<file path="src/rtl/pctr_pkg.sv">
// Shared types and field positions for the programmable event counter.
// Assumes a 64-bit count and control word. Field positions are fixed so that
// the high 32-bit control register carries them at the same place.
package pctr_pkg;

    typedef enum logic [1:0] {
        PRIV_U   = 2'd0,
        PRIV_S   = 2'd1,
        PRIV_RSV = 2'd2,
        PRIV_M   = 2'd3
    } priv_e;

    typedef enum logic [1:0] {
        RA_CNT    = 2'd0,
        RA_CNT_HI = 2'd1,
        RA_CTL    = 2'd2,
        RA_CTL_HI = 2'd3
    } raddr_e;

    // Per-mode inhibit bits taken from the control word.
    typedef struct packed {
        logic m;
        logic s;
        logic u;
        logic vs;
        logic vu;
    } inh_t;

    localparam int unsigned HALF_W  = 32;
    localparam int unsigned CNT_W   = 2 * HALF_W;
    localparam int unsigned OVF_BIT = CNT_W - 1;     // overflow flag
    localparam int unsigned INH_HI  = CNT_W - 2;     // top of inhibit field
    localparam int unsigned INH_LO  = CNT_W - 6;     // bottom of inhibit field

endpackage

</file>
<file path="src/rtl/pctr_filter.sv">
// Decides whether an increment may count this cycle.
// Assumes the inhibit bits are already extracted from the control word.
// When the counter's index is unconfigured, the variant that never counts is
// chosen at elaboration time.
module pctr_filter
    import pctr_pkg::*;
#(
    parameter bit USABLE = 1'b1
) (
    input  priv_e priv_i,
    input  logic  virt_i,
    input  logic  cinh_i,
    input  inh_t  inh_i,
    output logic  allow_o
);

    generate
        if (USABLE) begin : g_live
            logic blocked;

            // Select the inhibit bit that applies to the current mode.
            always_comb begin
                case (priv_i)
                    PRIV_M:  blocked = inh_i.m;
                    PRIV_S:  blocked = virt_i ? inh_i.vs : inh_i.s;
                    PRIV_U:  blocked = virt_i ? inh_i.vu : inh_i.u;
                    default: blocked = 1'b0;
                endcase
            end

            assign allow_o = !cinh_i && !blocked;
        end else begin : g_dead
            logic unused_in;
            assign unused_in = ^{priv_i, virt_i, cinh_i, inh_i};
            assign allow_o   = 1'b0;
        end
    endgenerate

endmodule

</file>
<file path="src/rtl/pctr_count.sv">
// Count register with write port and both wrap disciplines.
// Assumes step_i is never high in a cycle that carries a write.
// The 64-bit view carries from the low half into the high half. The split
// view bumps only the high half once the low half is saturated.
module pctr_count
    import pctr_pkg::*;
(
    input  logic             clk,
    input  logic             rst_n,
    input  logic             step_i,
    input  logic             mode32_i,
    input  logic             wr_full_i,
    input  logic             wr_lo_i,
    input  logic             wr_hi_i,
    input  logic [CNT_W-1:0] wdata_i,
    output logic [CNT_W-1:0] cnt_o,
    output logic             wrap_o
);

    logic [CNT_W-1:0]  cnt_q;
    logic [HALF_W-1:0] lo, hi;
    logic              lo_max, all_max;

    assign lo      = cnt_q[HALF_W-1:0];
    assign hi      = cnt_q[CNT_W-1:HALF_W];
    assign lo_max  = &lo;
    assign all_max = &cnt_q;
    assign wrap_o  = step_i && all_max;
    assign cnt_o   = cnt_q;

    // Apply software writes first, otherwise advance the count.
    always_ff @(posedge clk) begin
        if (!rst_n) begin
            cnt_q <= '0;
        end else if (wr_full_i) begin
            cnt_q <= wdata_i;
        end else if (wr_lo_i || wr_hi_i) begin
            if (wr_lo_i) cnt_q[HALF_W-1:0]     <= wdata_i[HALF_W-1:0];
            if (wr_hi_i) cnt_q[CNT_W-1:HALF_W] <= wdata_i[HALF_W-1:0];
        end else if (step_i) begin
            if (all_max)
                cnt_q <= '0;
            else if (mode32_i && lo_max)
                cnt_q[CNT_W-1:HALF_W] <= hi + 1'b1;
            else
                cnt_q <= cnt_q + 1'b1;
        end
    end


    wrap64_chk: assert property (@(posedge clk) disable iff (!rst_n)
        (step_i && !mode32_i && all_max) |=> (cnt_q == '0));


    lo_hold_chk: assert property (@(posedge clk) disable iff (!rst_n)
        (step_i && mode32_i && lo_max && !(&hi)) |=>
        (&cnt_q[HALF_W-1:0]) && (cnt_q[CNT_W-1:HALF_W] == $past(hi) + 1'b1));


    wr_take_chk: assert property (@(posedge clk) disable iff (!rst_n)
        wr_full_i |=> (cnt_q == $past(wdata_i)));

endmodule

</file>
<file path="src/rtl/pctr_ctl.sv">
// Event-control register, sticky overflow flag and interrupt request.
// Assumes wrap_i is only raised in cycles without a register write.
// Software clears the flag by writing it to zero. The request is cleared only
// by the acknowledge.
module pctr_ctl
    import pctr_pkg::*;
(
    input  logic             clk,
    input  logic             rst_n,
    input  logic             wr_full_i,
    input  logic             wr_lo_i,
    input  logic             wr_hi_i,
    input  logic [CNT_W-1:0] wdata_i,
    input  logic             wrap_i,
    input  logic             ack_i,
    output logic [CNT_W-1:0] ctl_o,
    output logic             irq_o
);

    logic [CNT_W-1:0] ctl_q;
    logic             irq_q;
    logic             of;
    logic             raise;

    assign of    = ctl_q[OVF_BIT];
    assign raise = wrap_i && !of;
    assign ctl_o = ctl_q;
    assign irq_o = irq_q;

    // Hold the control word: writes, then the overflow flag on a wrap.
    always_ff @(posedge clk) begin
        if (!rst_n) begin
            ctl_q <= '0;
        end else if (wr_full_i) begin
            ctl_q <= wdata_i;
        end else if (wr_lo_i || wr_hi_i) begin
            if (wr_lo_i) ctl_q[HALF_W-1:0]     <= wdata_i[HALF_W-1:0];
            if (wr_hi_i) ctl_q[CNT_W-1:HALF_W] <= wdata_i[HALF_W-1:0];
        end else if (raise) begin
            ctl_q[OVF_BIT] <= 1'b1;
        end
    end

    // Keep the interrupt request pending from a new overflow until acknowledged.
    always_ff @(posedge clk) begin
        if (!rst_n)     irq_q <= 1'b0;
        else if (raise) irq_q <= 1'b1;
        else if (ack_i) irq_q <= 1'b0;
    end


    of_sticky_chk: assert property (@(posedge clk) disable iff (!rst_n)
        (of && !wr_full_i && !wr_hi_i) |=> of);


    irq_edge_chk: assert property (@(posedge clk) disable iff (!rst_n)
        $rose(irq_q) |-> $rose(of));


    irq_hold_chk: assert property (@(posedge clk) disable iff (!rst_n)
        (irq_q && !ack_i) |=> irq_q);

endmodule

</file>
<file path="src/rtl/prog_event_counter.sv">
// One programmable performance counter with mode filtering and overflow.
// Assumes CTR_IDX and NUM_PROG_CTRS are fixed at integration. Indices below 3
// are reserved for the fixed counters. Decodes the register port and gates the
// increment strobe.
module prog_event_counter
    import pctr_pkg::*;
#(
    parameter int unsigned CTR_IDX       = 3,
    parameter int unsigned NUM_PROG_CTRS = 29
) (
    input  logic                   clk,
    input  logic                   rst_n,
    input  logic                   inc_i,
    input  logic [1:0]             priv_i,
    input  logic                   virt_i,
    input  logic                   cinh_i,
    input  logic                   mode32_i,
    input  logic                   we_i,
    input  logic [1:0]             addr_i,
    input  logic [2*HALF_W-1:0]    wdata_i,
    output logic [2*HALF_W-1:0]    rdata_o,
    input  logic                   irq_ack_i,
    output logic                   irq_o
);

    localparam int unsigned FIRST_IDX = 3;
    localparam bit USABLE = (CTR_IDX >= FIRST_IDX) &&
                            (CTR_IDX < FIRST_IDX + NUM_PROG_CTRS);

    raddr_e           ra;
    logic [CNT_W-1:0] cnt, ctl;
    logic             allow, step, wrap;
    logic             cw_full, cw_lo, cw_hi, kw_full, kw_lo, kw_hi;
    inh_t             inh;

    assign ra  = raddr_e'(addr_i);
    assign inh = inh_t'(ctl[INH_HI:INH_LO]);

    // Decode writes: the count and control halves depend on the mode.
    always_comb begin
        cw_full = we_i && (ra == RA_CNT) && !mode32_i;
        cw_lo   = we_i && (ra == RA_CNT) &&  mode32_i;
        cw_hi   = we_i && (ra == RA_CNT_HI);
        kw_full = we_i && (ra == RA_CTL) && !mode32_i;
        kw_lo   = we_i && (ra == RA_CTL) &&  mode32_i;
        kw_hi   = we_i && (ra == RA_CTL_HI);
    end

    // A write in the same cycle wins over the increment.
    assign step = inc_i && allow && !we_i;

    pctr_filter #(.USABLE(USABLE)) u_filter (
        .priv_i  (priv_e'(priv_i)),
        .virt_i  (virt_i),
        .cinh_i  (cinh_i),
        .inh_i   (inh),
        .allow_o (allow)
    );

    pctr_count u_count (
        .clk       (clk),
        .rst_n     (rst_n),
        .step_i    (step),
        .mode32_i  (mode32_i),
        .wr_full_i (cw_full),
        .wr_lo_i   (cw_lo),
        .wr_hi_i   (cw_hi),
        .wdata_i   (wdata_i),
        .cnt_o     (cnt),
        .wrap_o    (wrap)
    );

    pctr_ctl u_ctl (
        .clk       (clk),
        .rst_n     (rst_n),
        .wr_full_i (kw_full),
        .wr_lo_i   (kw_lo),
        .wr_hi_i   (kw_hi),
        .wdata_i   (wdata_i),
        .wrap_i    (wrap),
        .ack_i     (irq_ack_i),
        .ctl_o     (ctl),
        .irq_o     (irq_o)
    );

    // Read mux: 32-bit views zero the upper half of the read data.
    always_comb begin
        case (ra)
            RA_CNT:    rdata_o = mode32_i ? {{HALF_W{1'b0}}, cnt[HALF_W-1:0]} : cnt;
            RA_CNT_HI: rdata_o = {{HALF_W{1'b0}}, cnt[CNT_W-1:HALF_W]};
            RA_CTL:    rdata_o = mode32_i ? {{HALF_W{1'b0}}, ctl[HALF_W-1:0]} : ctl;
            default:   rdata_o = {{HALF_W{1'b0}}, ctl[CNT_W-1:HALF_W]};
        endcase
    end


    inhibit_hold_chk: assert property (@(posedge clk) disable iff (!rst_n)
        (cinh_i && !we_i) |=> $stable(cnt));

endmodule

</file>
<file path="config.mk">
export PLATFORM = sky130hd
export DESIGN_NAME = prog_event_counter
export DESIGN_NICKNAME = d
export VERILOG_FILES = /design/src/rtl/pctr_pkg.sv /design/src/rtl/pctr_filter.sv /design/src/rtl/pctr_count.sv /design/src/rtl/pctr_ctl.sv /design/src/rtl/prog_event_counter.sv
export SDC_FILE = /design/constraint.sdc
export NUM_CORES = 1
export LEC_CHECK = 0
export ABC_CLOCK_PERIOD_IN_PS = 6800
export BUFFER_PORTS_ARGS = -buffer_cell sky130_fd_sc_hd__clkbuf_2
export CORE_ASPECT_RATIO = 1.5
export CORE_UTILIZATION = 62
export CTS_CLUSTER_SIZE = 30
export DETAILED_ROUTE_END_ITERATION = 10
export PLACE_DENSITY = 0.87
export SLEW_MARGIN = 5
export SYNTH_ARGS = -nofsm -noshare
export SYNTH_HDL_FRONTEND = slang
export SYNTH_SLANG_ARGS = --single-unit
export TNS_END_PERCENT = 5
</file>
<file path="constraint.sdc">
create_clock -name clk -period 6.8 [get_ports clk]
set_input_delay 1.36 -clock clk [delete_from_list [all_inputs] [get_ports clk]]
set_output_delay 1.36 -clock clk [all_outputs]
set_load 0.01 [all_outputs]
</file>
Word level (Yosys, flattened, before mapping)
Index checks and enable logic that the tools add are counted.
{"block": "word_totals", "regBits": 129, "out_inout_bits": 65, "input_bits": 76, "word_cells": 75}
{"block": "op_classes", "n_eq_ne": 9, "n_mux": 22, "n_reduce_logical": 36, "n_addsub": 2}
{"op": "64-bit 2-to-1 mux", "n": 7}
{"op": "32-bit 2-to-1 mux", "n": 6}
{"op": "64-bit case mux with 3 select lines", "n": 1}
{"op": "64-bit by 1-bit adder with 64-bit output (second input constant)", "n": 1}
{"op": "64-bit AND reduction", "n": 1}
{"op": "63-bit 2-to-1 mux", "n": 1}
{"op": "32-bit by 1-bit adder with 32-bit output (second input constant)", "n": 1}
{"op": "32-bit AND reduction", "n": 1}
{"op": "1-bit logical AND", "n": 14}
{"op": "3-bit by 2-bit inequality test with 1-bit output (second input constant)", "n": 3}
{"op": "2-bit AND reduction", "n": 4}
{"op": "2-bit nonzero test", "n": 4}
{"op": "2-bit == test (second input constant)", "n": 3}
{"op": "1-bit 2-to-1 mux", "n": 6}
{"op": "3-bit nonzero test", "n": 2}
{"op": "1-bit zero test", "n": 5}
{"op": "2-bit by 1-bit == test with 1-bit output (second input constant)", "n": 2}
{"op": "2-bit zero test", "n": 2}
{"op": "4-bit by 2-bit inequality test with 1-bit output (second input constant)", "n": 1}
{"op": "1-bit case mux with 3 select lines", "n": 1}
{"op": "3-bit AND reduction", "n": 1}
{"op": "1-bit logical OR", "n": 2}

Longest topological paths before layout
Gate-level depths: netlist of run 1.
{"block": "depth", "ltp_word": 11, "ltp_mapped": 10, "depth_no_buf": 7}

Hierarchy
Synthesis of run 1 repeated with hierarchy kept, for this count alone.
{"block": "hier_totals", "cells_unflattened": 1094, "area_unflattened_um2": 8816.0}
{"module": "pctr_count", "instances": 1, "area_each_um2": 4540.6, "cells_each": 676, "seq_area_each_um2": 1281.2}
{"module": "pctr_ctl", "instances": 1, "area_each_um2": 2840.2, "cells_each": 290, "seq_area_each_um2": 1301.2}
{"module": "prog_event_counter", "instances": 1, "area_each_um2": 1390.1, "cells_each": 122, "seq_area_each_um2": 0.0}
{"module": "pctr_filter", "instances": 1, "area_each_um2": 45.0, "cells_each": 6, "seq_area_each_um2": 0.0}

Worst setup path after synthesis of run 1
Ideal clock, no wire load.
{"block": "synth_path", "kind": "input to output", "from": "input addr_i[0]", "to": "output rdata_o[16]", "n_path_buf": 2, "path_stages": 3, "arrival_time_ns": 2.894, "setup_slack_ns": 2.546, "required_ns": 5.440, "cell_sequence": "clkbuf_1 > buf_1 > mux4_1"}
{"block": "synth_via", "elab_chain_cells": 2, "elab_cells_between_ends": 4, "cone_classes": "eq/ne (2); mux (1); reduce/logical (1)"}
{"element": "start: declaration", "line": "prog_event_counter.sv:19", "rtl": "input logic [1:0] addr_i,"}
{"element": "2-bit == test, or another cell as far along", "line": "prog_event_counter.sv:88", "rtl": "case (ra)"}
{"element": "64-bit case mux with 3 select lines (*)", "line": "prog_event_counter.sv:88"}
{"element": "end: declaration", "line": "prog_event_counter.sv:21", "rtl": "output logic [2*HALF_W-1:0] rdata_o,"}
Every way passes the cells marked *; elsewhere a longest branch is shown, timed or not.

Final worst setup path of run 1
{"block": "layout_path", "from": "input addr_i[1]", "to": "output rdata_o[8]"}
The elaborated chain is that of the path after synthesis.

==> summary.txt, run 1 <==
Synth
  • Post-Syn Area: 8566 sq um
  • Count of flip-flops with a built-in enable after synthesis: 0
  • Area leader, netlist: dfxtp_1
  • Top-area cell type share of the netlist area: 30.15%
  • Most numerous cell in the Yosys netlist: nand2_1
  • Top post-synthesis cells by area: dfxtp_1 30%, mux4_2 7.9%, mux2i_1 7.7%
  • Yosys warnings: 0
  • Syn nets: around 1,200
  • Syn_area_per_cell: between 7 and 8 sq um
  • Synth cell types: 65
  • Sequential element share of the synthesized area: 30.15%
  • Cells after synthesis: 1,090
  • Synth cell count leaders: 153 x nand2_1, 129 x dfxtp_1, 113 x nor2_1
  • Synth Flop Type: dfxtp_1
  • Synth Register Bits: around 130
  • Post-synthesis async set-or-reset flop share: 0%

Power
  • Clk pwr share: between 40% and 50%
  • Internal power: 1460 uW
  • Sequential Power Share: 41.1%
  • Logic pwr share: 15.3%
  • Pleak: approximately 0.0037 uW
  • VDD IR max: 174.1 uV
  • Net switching power: 609.1 uW
  • PD cells: roughly 210 nW/um^2
  • Sw frac: 29.45%

Route
  • Number of antenna-violating nets in the routed design: 0
  • Wire length per cell: 22.30 um
  • Pre-antenna DRT Iters: 11
  • DR iter-0 viols: between 900 and 1,000
  • Vias: 9,705
  • DRC Markers: 6
  • Post-Route WL: around 30,000 um
  • Drt via density: 7.232

Clock tree
  • CTS max path bufs: 2
  • # clock sinks: 129
  • Post-CTS Setup Repair Bufs: 0
  • TritonCTS Buffers: 17
  • Clock Latency Late Sink: 0.43 ns
  • Cts hold-fix bufs: 0
  • TritonCTS clock tree: done
  • Root Driver: clkbuf_16
  • Reg clk slew, reported paths: 0.06 ns
  • Resized Gates After CTS: 0
  • H-tree levels: 4

Floorplanning
  • FP Rows: 52
  • Die width: 97.97 um
  • Number of I/O pins: between 100 and 150
  • Die height: 146.0 um
  • Starting Density: 63.60%
  • CORE AREA: between 10,000 and 15,000 sq um
  • Die area: 14,300 sq um

Worst setup path
  • Worst Path Required: 5.44 ns
  • Buffer and inverter count on the worst path: 3
  • Most frequent CP cell: buf_4
  • Worst reg2reg path endpoint: u_count.cnt_o[60]
  • Worst path top cell family by delay: buffers and inverters
  • Highest-delay cell along the critical path: mux4_1
  • Largest fanout on the critical path: 38
  • Crit Reg-Reg Startpoint: u_count.cnt_o[9]
  • Crit start category: input port
  • CP peak stage delay: 0.61 ns
  • R2r setup slk: 3.47 ns
  • Setup crit end kind: output pin
  • CP arrival: 3.24 ns
  • WS Path Type: input port to output pin
  • Critical path cell sequence: buf_4 -> buf_4 -> mux4_1 -> clkbuf_2
  • Worst-case reg-to-reg path depth: 6

STA
  • Worst-Margin Slew: roughly 1.2 ns
  • RSZ-0062 raised after global routing: no
  • Final Skew: 0.008519 ns
  • Final hold vios: 0
  • Max_slew headroom: 18.52%
  • Final min period: 4.597 ns
  • Setup_tns: 0 ns
  • Final count of pins violating max slew: 0
  • Final setup fails: 0
  • Fmax: 217.5 MHz
  • Period utilization: 67.61%

Global route
  • Pin count of the biggest net entering global routing: 60
  • Vias in the first global route: 9,400
  • Remaining global-route overflow: 0
  • Global-route wire length before repair: 47,070 um
  • Gr usage total: 41.77%
  • Initial antenna violation count: 0

Worst hold path
  • Min-delay src: u_ctl.ctl_o[20]
  • Min-delay worst type: flip-flop to flip-flop
  • Hold path endpoint: u_ctl.ctl_o[20]
  • Hold path depth: 2

Final layout
  • Nets: 1,245
  • Area growth syn-to-layout: 14.48%
  • Post-route core utilization: 72.81%
  • Share of cells above drive strength 1: 19.75%
  • Inserted Diodes: 0
  • Finished Layout Cells: roughly 1,300

Placed design
  • Hpwl dp: 19,950 um
  • GPL Wtd Cong: 0.9983
  • Port-buffer cells: 140
  • Post-Place Cells: 1,310

Outcome
  • Status: finished, violations left
  • Failing checks: design-rule violations

Run
  • Max-Cap Viols: 0
-- worst max path at each step --
stage                     depth (start not counted)  startpoint     endpoint  slack (ns)
after detailed placement                          4   addr_i[1]   rdata_o[8]        2.23
after floorplan                                   3   addr_i[0]  rdata_o[16]        2.55
after global routing                              4   addr_i[1]   rdata_o[8]        2.13
final                                             4   addr_i[1]   rdata_o[8]        2.20
after global placement                            4   addr_i[1]   rdata_o[8]        2.24
after CTS                                         4   addr_i[1]   rdata_o[8]        2.22
-- stage by stage --
stage          area [sq um]  worst slack [ns]  total power, uW  hold WS (ns)
4_1_cts                9806             2.218             2054        0.4519
3_3_place_gp           9238             2.235             1161        0.4380
5_1_grt                9806             2.132             2125        0.4706
6_report               9806             2.203             2069        0.4515
2_1_floorplan          8566             2.546             1054        0.4315
3_5_place_dp           9238             2.227             1169        0.4437
-- per-layer routing --
layer	wire, um	track usage, %	part of all wire (%)
met1	10150	45.77	34
met2	14760	70.21	49
met3	3176	10.76	11
met4	1834	28.71	6.1
met5	0	0	0
-- cell type report --
cell class	count	area, sq um
inverter	14	52.55
clock buffer	18	429.2
clock inverter	14	138.9
tap	162	202.7
multi-input combinational	848	5569
sequential	129	2582
timing repair buffer	157	830.8
fill	1095	3662
-- layout by cell type (no fill, tap or decap), drive strengths merged, types with 15 or more instances in the layout --
cell type | synthesis | layout
nor2 | 113 | 113
a21oi | 76 | 76
buf | 32 | 18
dfxtp | 129 | 129
o22ai | 26 | 26
inv | 13 | 16
o21ai | 41 | 41
nand4 | 34 | 34
mux2i | 66 | 66
nand3 | 41 | 41
nor4 | 20 | 20
mux4 | 33 | 33
nand2 | 153 | 153
o221ai | 15 | 15
clkbuf | 67 | 157
a31oi | 16 | 16
nor3 | 37 | 37
a211oi | 30 | 30
-- power by group through the flow --
stage	clock network, uW	logic (uW)	registers (uW)
after floorplan	0	217	837
after global placement	0	299	862
after detailed placement	0	304	864
after CTS	897	309	848
after global routing	933	336	855
final	901	316	851
-- registers in the layout (all words and copies together) (netlist names) --
name / flops
u_count.cnt_o: 64
u_ctl.ctl_o: 64
u_ctl.irq_o: 1
-- worst min-delay path, stage by stage, from the launching register on --
cell and delay [ns]:
dfxtp_1 0.30, nand2_1 0.05, a21oi_1 0.05
-- cells by family (layout without fill, tap and decap cells) --
group | count (synthesis) | after routing | synth area share [%]
AOI/OAI and AO/OA | 280 | 280 | 21.41
xor gates and xnor gates | 15 | 15 | 1.534
adders and majority gates | 2 | 2 | 0.2921
buffers and inverters | 113 | 203 | 5.069
DFF | 129 | 129 | 30.15
muxes | 99 | 99 | 16.52
and+or+nand+nor | 452 | 452 | 25.02
Note: power is estimated with default switching activity, not from simulation.
==> inputs of run 2 (changes only) <==
--- a/config.mk
+++ b/config.mk
@@ -5,13 +5,14 @@
 export SDC_FILE = /design/constraint.sdc
 export NUM_CORES = 1
 export LEC_CHECK = 0
-export ABC_CLOCK_PERIOD_IN_PS = 6800
+export ABC_AREA = 1
+export ABC_CLOCK_PERIOD_IN_PS = 4150
 export BUFFER_PORTS_ARGS = -buffer_cell sky130_fd_sc_hd__clkbuf_2
 export CORE_ASPECT_RATIO = 1.5
-export CORE_UTILIZATION = 62
+export CORE_UTILIZATION = 53
 export CTS_CLUSTER_SIZE = 30
 export DETAILED_ROUTE_END_ITERATION = 10
-export PLACE_DENSITY = 0.87
+export PLACE_DENSITY = 0.78
 export SLEW_MARGIN = 5
 export SYNTH_ARGS = -nofsm -noshare
 export SYNTH_HDL_FRONTEND = slang
==> constraint.sdc (replaced) <==
create_clock -name clk -period 4.15 [get_ports clk]
set_input_delay 0.83 -clock clk [delete_from_list [all_inputs] [get_ports clk]]
set_output_delay 0.83 -clock clk [all_outputs]
set_load 0.01 [all_outputs]
==> summary.txt, run 2 <==
Clock tree
  • Post-CTS Setup Repair Bufs: 0 (unchanged)
  • Cts hold-fix bufs: 0 (unchanged)
  • TritonCTS Buffers: 17 (unchanged)
  • H-tree levels: 4 (unchanged)
  • Reg clk slew, reported paths: 0.06 ns (about the same)
  • # clock sinks: 129 (unchanged)
  • Clock Latency Late Sink: 0.44 ns (was 0.43 ns)
  • Resized Gates After CTS: 0 (unchanged)
  • TritonCTS clock tree: done (unchanged)
  • Root Driver: clkbuf_16 (unchanged)
  • CTS max path bufs: 2 (unchanged)

Route
  • Number of antenna-violating nets in the routed design: 0 (unchanged)
  • DRC Markers: 0 (was 6)
  • Pre-antenna DRT Iters: 8 (was 11)
  • DR iter-0 viols: 1,708 (was 964)
  • Vias: 11,990 (was 9,705)
  • Drt via density: 6.239 (was 7.232)
  • Wire length per cell: 21.80 um (was 22.30 um)
  • Post-Route WL: 41,900 um (was 29,920 um)

Power
  • Sw frac: 34.41% (was 29.45%)
  • Pleak: 0.004461 uW (was 0.003743 uW)
  • Net switching power: 1257 uW (was 609.1 uW)
  • Clk pwr share: 42.1% (was 43.6%)
  • Logic pwr share: 18.0% (was 15.3%)
  • Sequential Power Share: 40.0% (was 41.1%)
  • VDD IR max: 253.6 uV (was 174.1 uV)
  • PD cells: 340.9 nW/um^2 (was 211.0 nW/um^2)
  • Internal power: 2395 uW (was 1460 uW)

Worst setup path
  • Most frequent CP cell: clkbuf_2 (was buf_4)
  • Worst Path Required: 3.32 ns (was 5.44 ns)
  • Largest fanout on the critical path: 18 (was 38)
  • CP peak stage delay: 0.68 ns (was 0.61 ns)
  • Highest-delay cell along the critical path: clkinv_1 (was mux4_1)
  • Worst path top cell family by delay: buffers and inverters (unchanged)
  • Critical path cell sequence: clkbuf_2 -> nor2_4 -> clkinv_1 -> o31ai_1 -> clkbuf_2 (was buf_4 -> buf_4 -> mux4_1 -> clkbuf_2)
  • Crit start category: input port (unchanged)
  • WS Path Type: input port to output pin (unchanged)
  • Setup crit end kind: output pin (unchanged)
  • Buffer and inverter count on the worst path: 3 (unchanged)
  • CP arrival: 2.71 ns (was 3.24 ns)

STA
  • Final min period: between 3 and 4 ns
  • WHS: 0.4578 ns (was 0.4515 ns)
  • Final setup fails: 0 (unchanged)
  • Max_slew headroom: 32.13% (was 18.52%)
  • Final hold vios: 0 (unchanged)
  • Setup_tns: 0 ns (unchanged)
  • Worst-Margin Slew: 1.016 ns (was 1.219 ns)
  • Fmax: about 280 MHz
  • RSZ-0062 raised after global routing: no (unchanged)
  • Final count of pins violating max slew: 0 (unchanged)
  • Final Skew: 0.01239 ns (was 0.008519 ns)
  • Period utilization: 85.40%

Floorplanning
  • Number of I/O pins: 141 (unchanged)
  • CORE AREA: 17,270 sq um (was 13,470 sq um)
  • FP Rows: 59 (was 52)
  • Die height: 164.5 um (was 146.0 um)
  • Die area: 18,140 sq um (was 14,300 sq um)
  • Die width: 110.3 um (was 97.97 um)
  • Starting Density: 54.00% (was 63.60%)

Synth
  • Syn nets: 1,677 (was 1,168)
  • Syn_area_per_cell: 5.833 sq um (was 7.858 sq um)
  • Synth cell count leaders: 471 x nand2_1, 187 x nor2_1, 170 x a21oi_1 (was 153 x nand2_1, 129 x dfxtp_1, 113 x nor2_1)
  • Count of flip-flops with a built-in enable after synthesis: 0 (unchanged)
  • Most numerous cell in the Yosys netlist: nand2_1 (unchanged)
  • Area leader, netlist: dfxtp_1 (unchanged)
  • Sequential element share of the synthesized area: 27.69% (was 30.15%)
  • Top-area cell type share of the netlist area: 27.69% (was 30.15%)
  • Top post-synthesis cells by area: dfxtp_1 28%, nand2_1 19%, a21oi_1 9.1% (was dfxtp_1 30%, mux4_2 7.9%, mux2i_1 7.7%)
  • Synth Flop Type: dfxtp_1 (unchanged)
  • Synth cell types: 42 (was 65)
  • Post-synthesis async set-or-reset flop share: 0% (unchanged)
  • Post-Syn Area: 9328 sq um (was 8566 sq um)
  • Cells after synthesis: 1,599 (was 1,090)
  • Yosys warnings: 0 (unchanged)
  • Synth Register Bits: 129 (unchanged)

Final layout
  • Finished Layout Cells: 1,922 (was 1,342)
  • Multi-input logic area: 5977 sq um (was 5569 sq um)
  • Share of cells above drive strength 1: 14.75% (was 19.75%)
  • Commonest non-fill, non-tap cell in the layout: nand2_1 (unchanged)
  • Post-route core utilization: 62.01% (was 72.81%)
  • Leading cell types in the layout, fill and taps excluded: 471 x nand2_1, 184 x nor2_1, 170 x a21oi_1, 139 x clkbuf_2, 138 x o21ai_0 (was 152 x nand2_1, 139 x clkbuf_2, 129 x dfxtp_1, 113 x nor2_1, 75 x a21oi_1)
  • Design Area, Final: 10,710 sq um (was 9806 sq um)
  • Area growth syn-to-layout: 14.84% (was 14.48%)
  • Fillers: 1,755 (was 1,095)
  • Register area: 2582 sq um (unchanged)
  • Nets: 1,774 (was 1,245)
  • Inserted Diodes: 0 (unchanged)

Placed design
  • Post-Place Cells: 1,890 (was 1,310)
  • Port-buffer cells: 140 (unchanged)
  • Hpwl dp: 31,280 um (was 19,950 um)
  • GPL Wtd Cong: 1.102 (was 0.9983)
  • Area after DPL: 10,130 sq um (was 9238 sq um)

Global route
  • Pin count of the biggest net entering global routing: 77 (was 60)
  • Gr usage total: 46.59% (was 41.77%)
  • Vias in the first global route: 10,410 (was 9,400)
  • Initial antenna violation count: 0 (unchanged)
  • Global-route wire length before repair: 61,710 um (was 47,070 um)
  • Remaining global-route overflow: 0 (unchanged)

Outcome
  • Status: finished, final reports clean (was finished, violations left)

Worst hold path
  • Min-delay worst type: flip-flop to flip-flop (unchanged)

Run
  • Max-Cap Viols: 0 (unchanged)
run 2: layer usage:
metal / up-vias / part of all wire, % / global-route usage [%]
met5: - / 0 / 0
met4: 0 / 5.3 / 22.61
met3: 173 / 13 / 11.13
met2: 925 / 44 / 69.25
met1: 5423 / 37 / 62.53
li1: 5471 / - / -
run 2: power groups by stage:
| stage | clock, uW | sequential [uW] | combinational (uW) |
|---|---|---|---|
| 5_1_grt | 1570 | 1460 | 709 |
| 3_3_place_gp | 0 | 1470 | 619 |
| 6_report | 1540 | 1460 | 656 |
| 4_1_cts | 1540 | 1450 | 631 |
| 3_5_place_dp | 0 | 1470 | 628 |
| 2_1_floorplan | 0 | 1420 | 402 |
run 2: kinds of logic after synthesis:
logic type	synth area share [%]
xor+xnor	3.005
compound gates	22.59
flops	27.69
fa+ha+maj	0.2682
simple gates	37.97
buf+inv	8.477
run 2: path summary, 6_finish.rpt:
| kind | depth (start not counted) | from | endpoint | slack, ns |
|---|---|---|---|---|
| max reg2reg | 12 | u_count.cnt_o[1] | u_count.cnt_o[8] | 0.93 |
| min reg2reg | 2 | u_ctl.ctl_o[3] | u_ctl.ctl_o[3] | 0.46 |
| max | 5 | addr_i[0] | rdata_o[58] | 0.61 |
| min | 2 | u_ctl.ctl_o[3] | u_ctl.ctl_o[3] | 0.46 |
run 2: area by class of cell:
type,count,area share [%]
Timing Repair Buffer,160,7.943
Sequential cell,129,24.11
Multi-Input combinational cell,1268,55.80
Clock inverter,14,1.355
Inverter,120,4.205
Tap cell,213,2.488
Clock buffer,18,4.100
run 2: through the flow:
| step | power [uW] | setup WS, ns |
|---|---|---|
| final | 3652 | 0.6060 |
| after global routing | 3747 | 0.5017 |
| after CTS | 3616 | 0.7040 |
| after detailed placement | 2102 | 0.7053 |
| after global placement | 2093 | 0.7437 |
| after floorplan | 1823 | 1.460 |
run 2: worst min-delay path, stage by stage, from the launching register on:
cell and delay (ns):
dfxtp_1 0.30, inv_1 0.06, a21oi_1 0.05
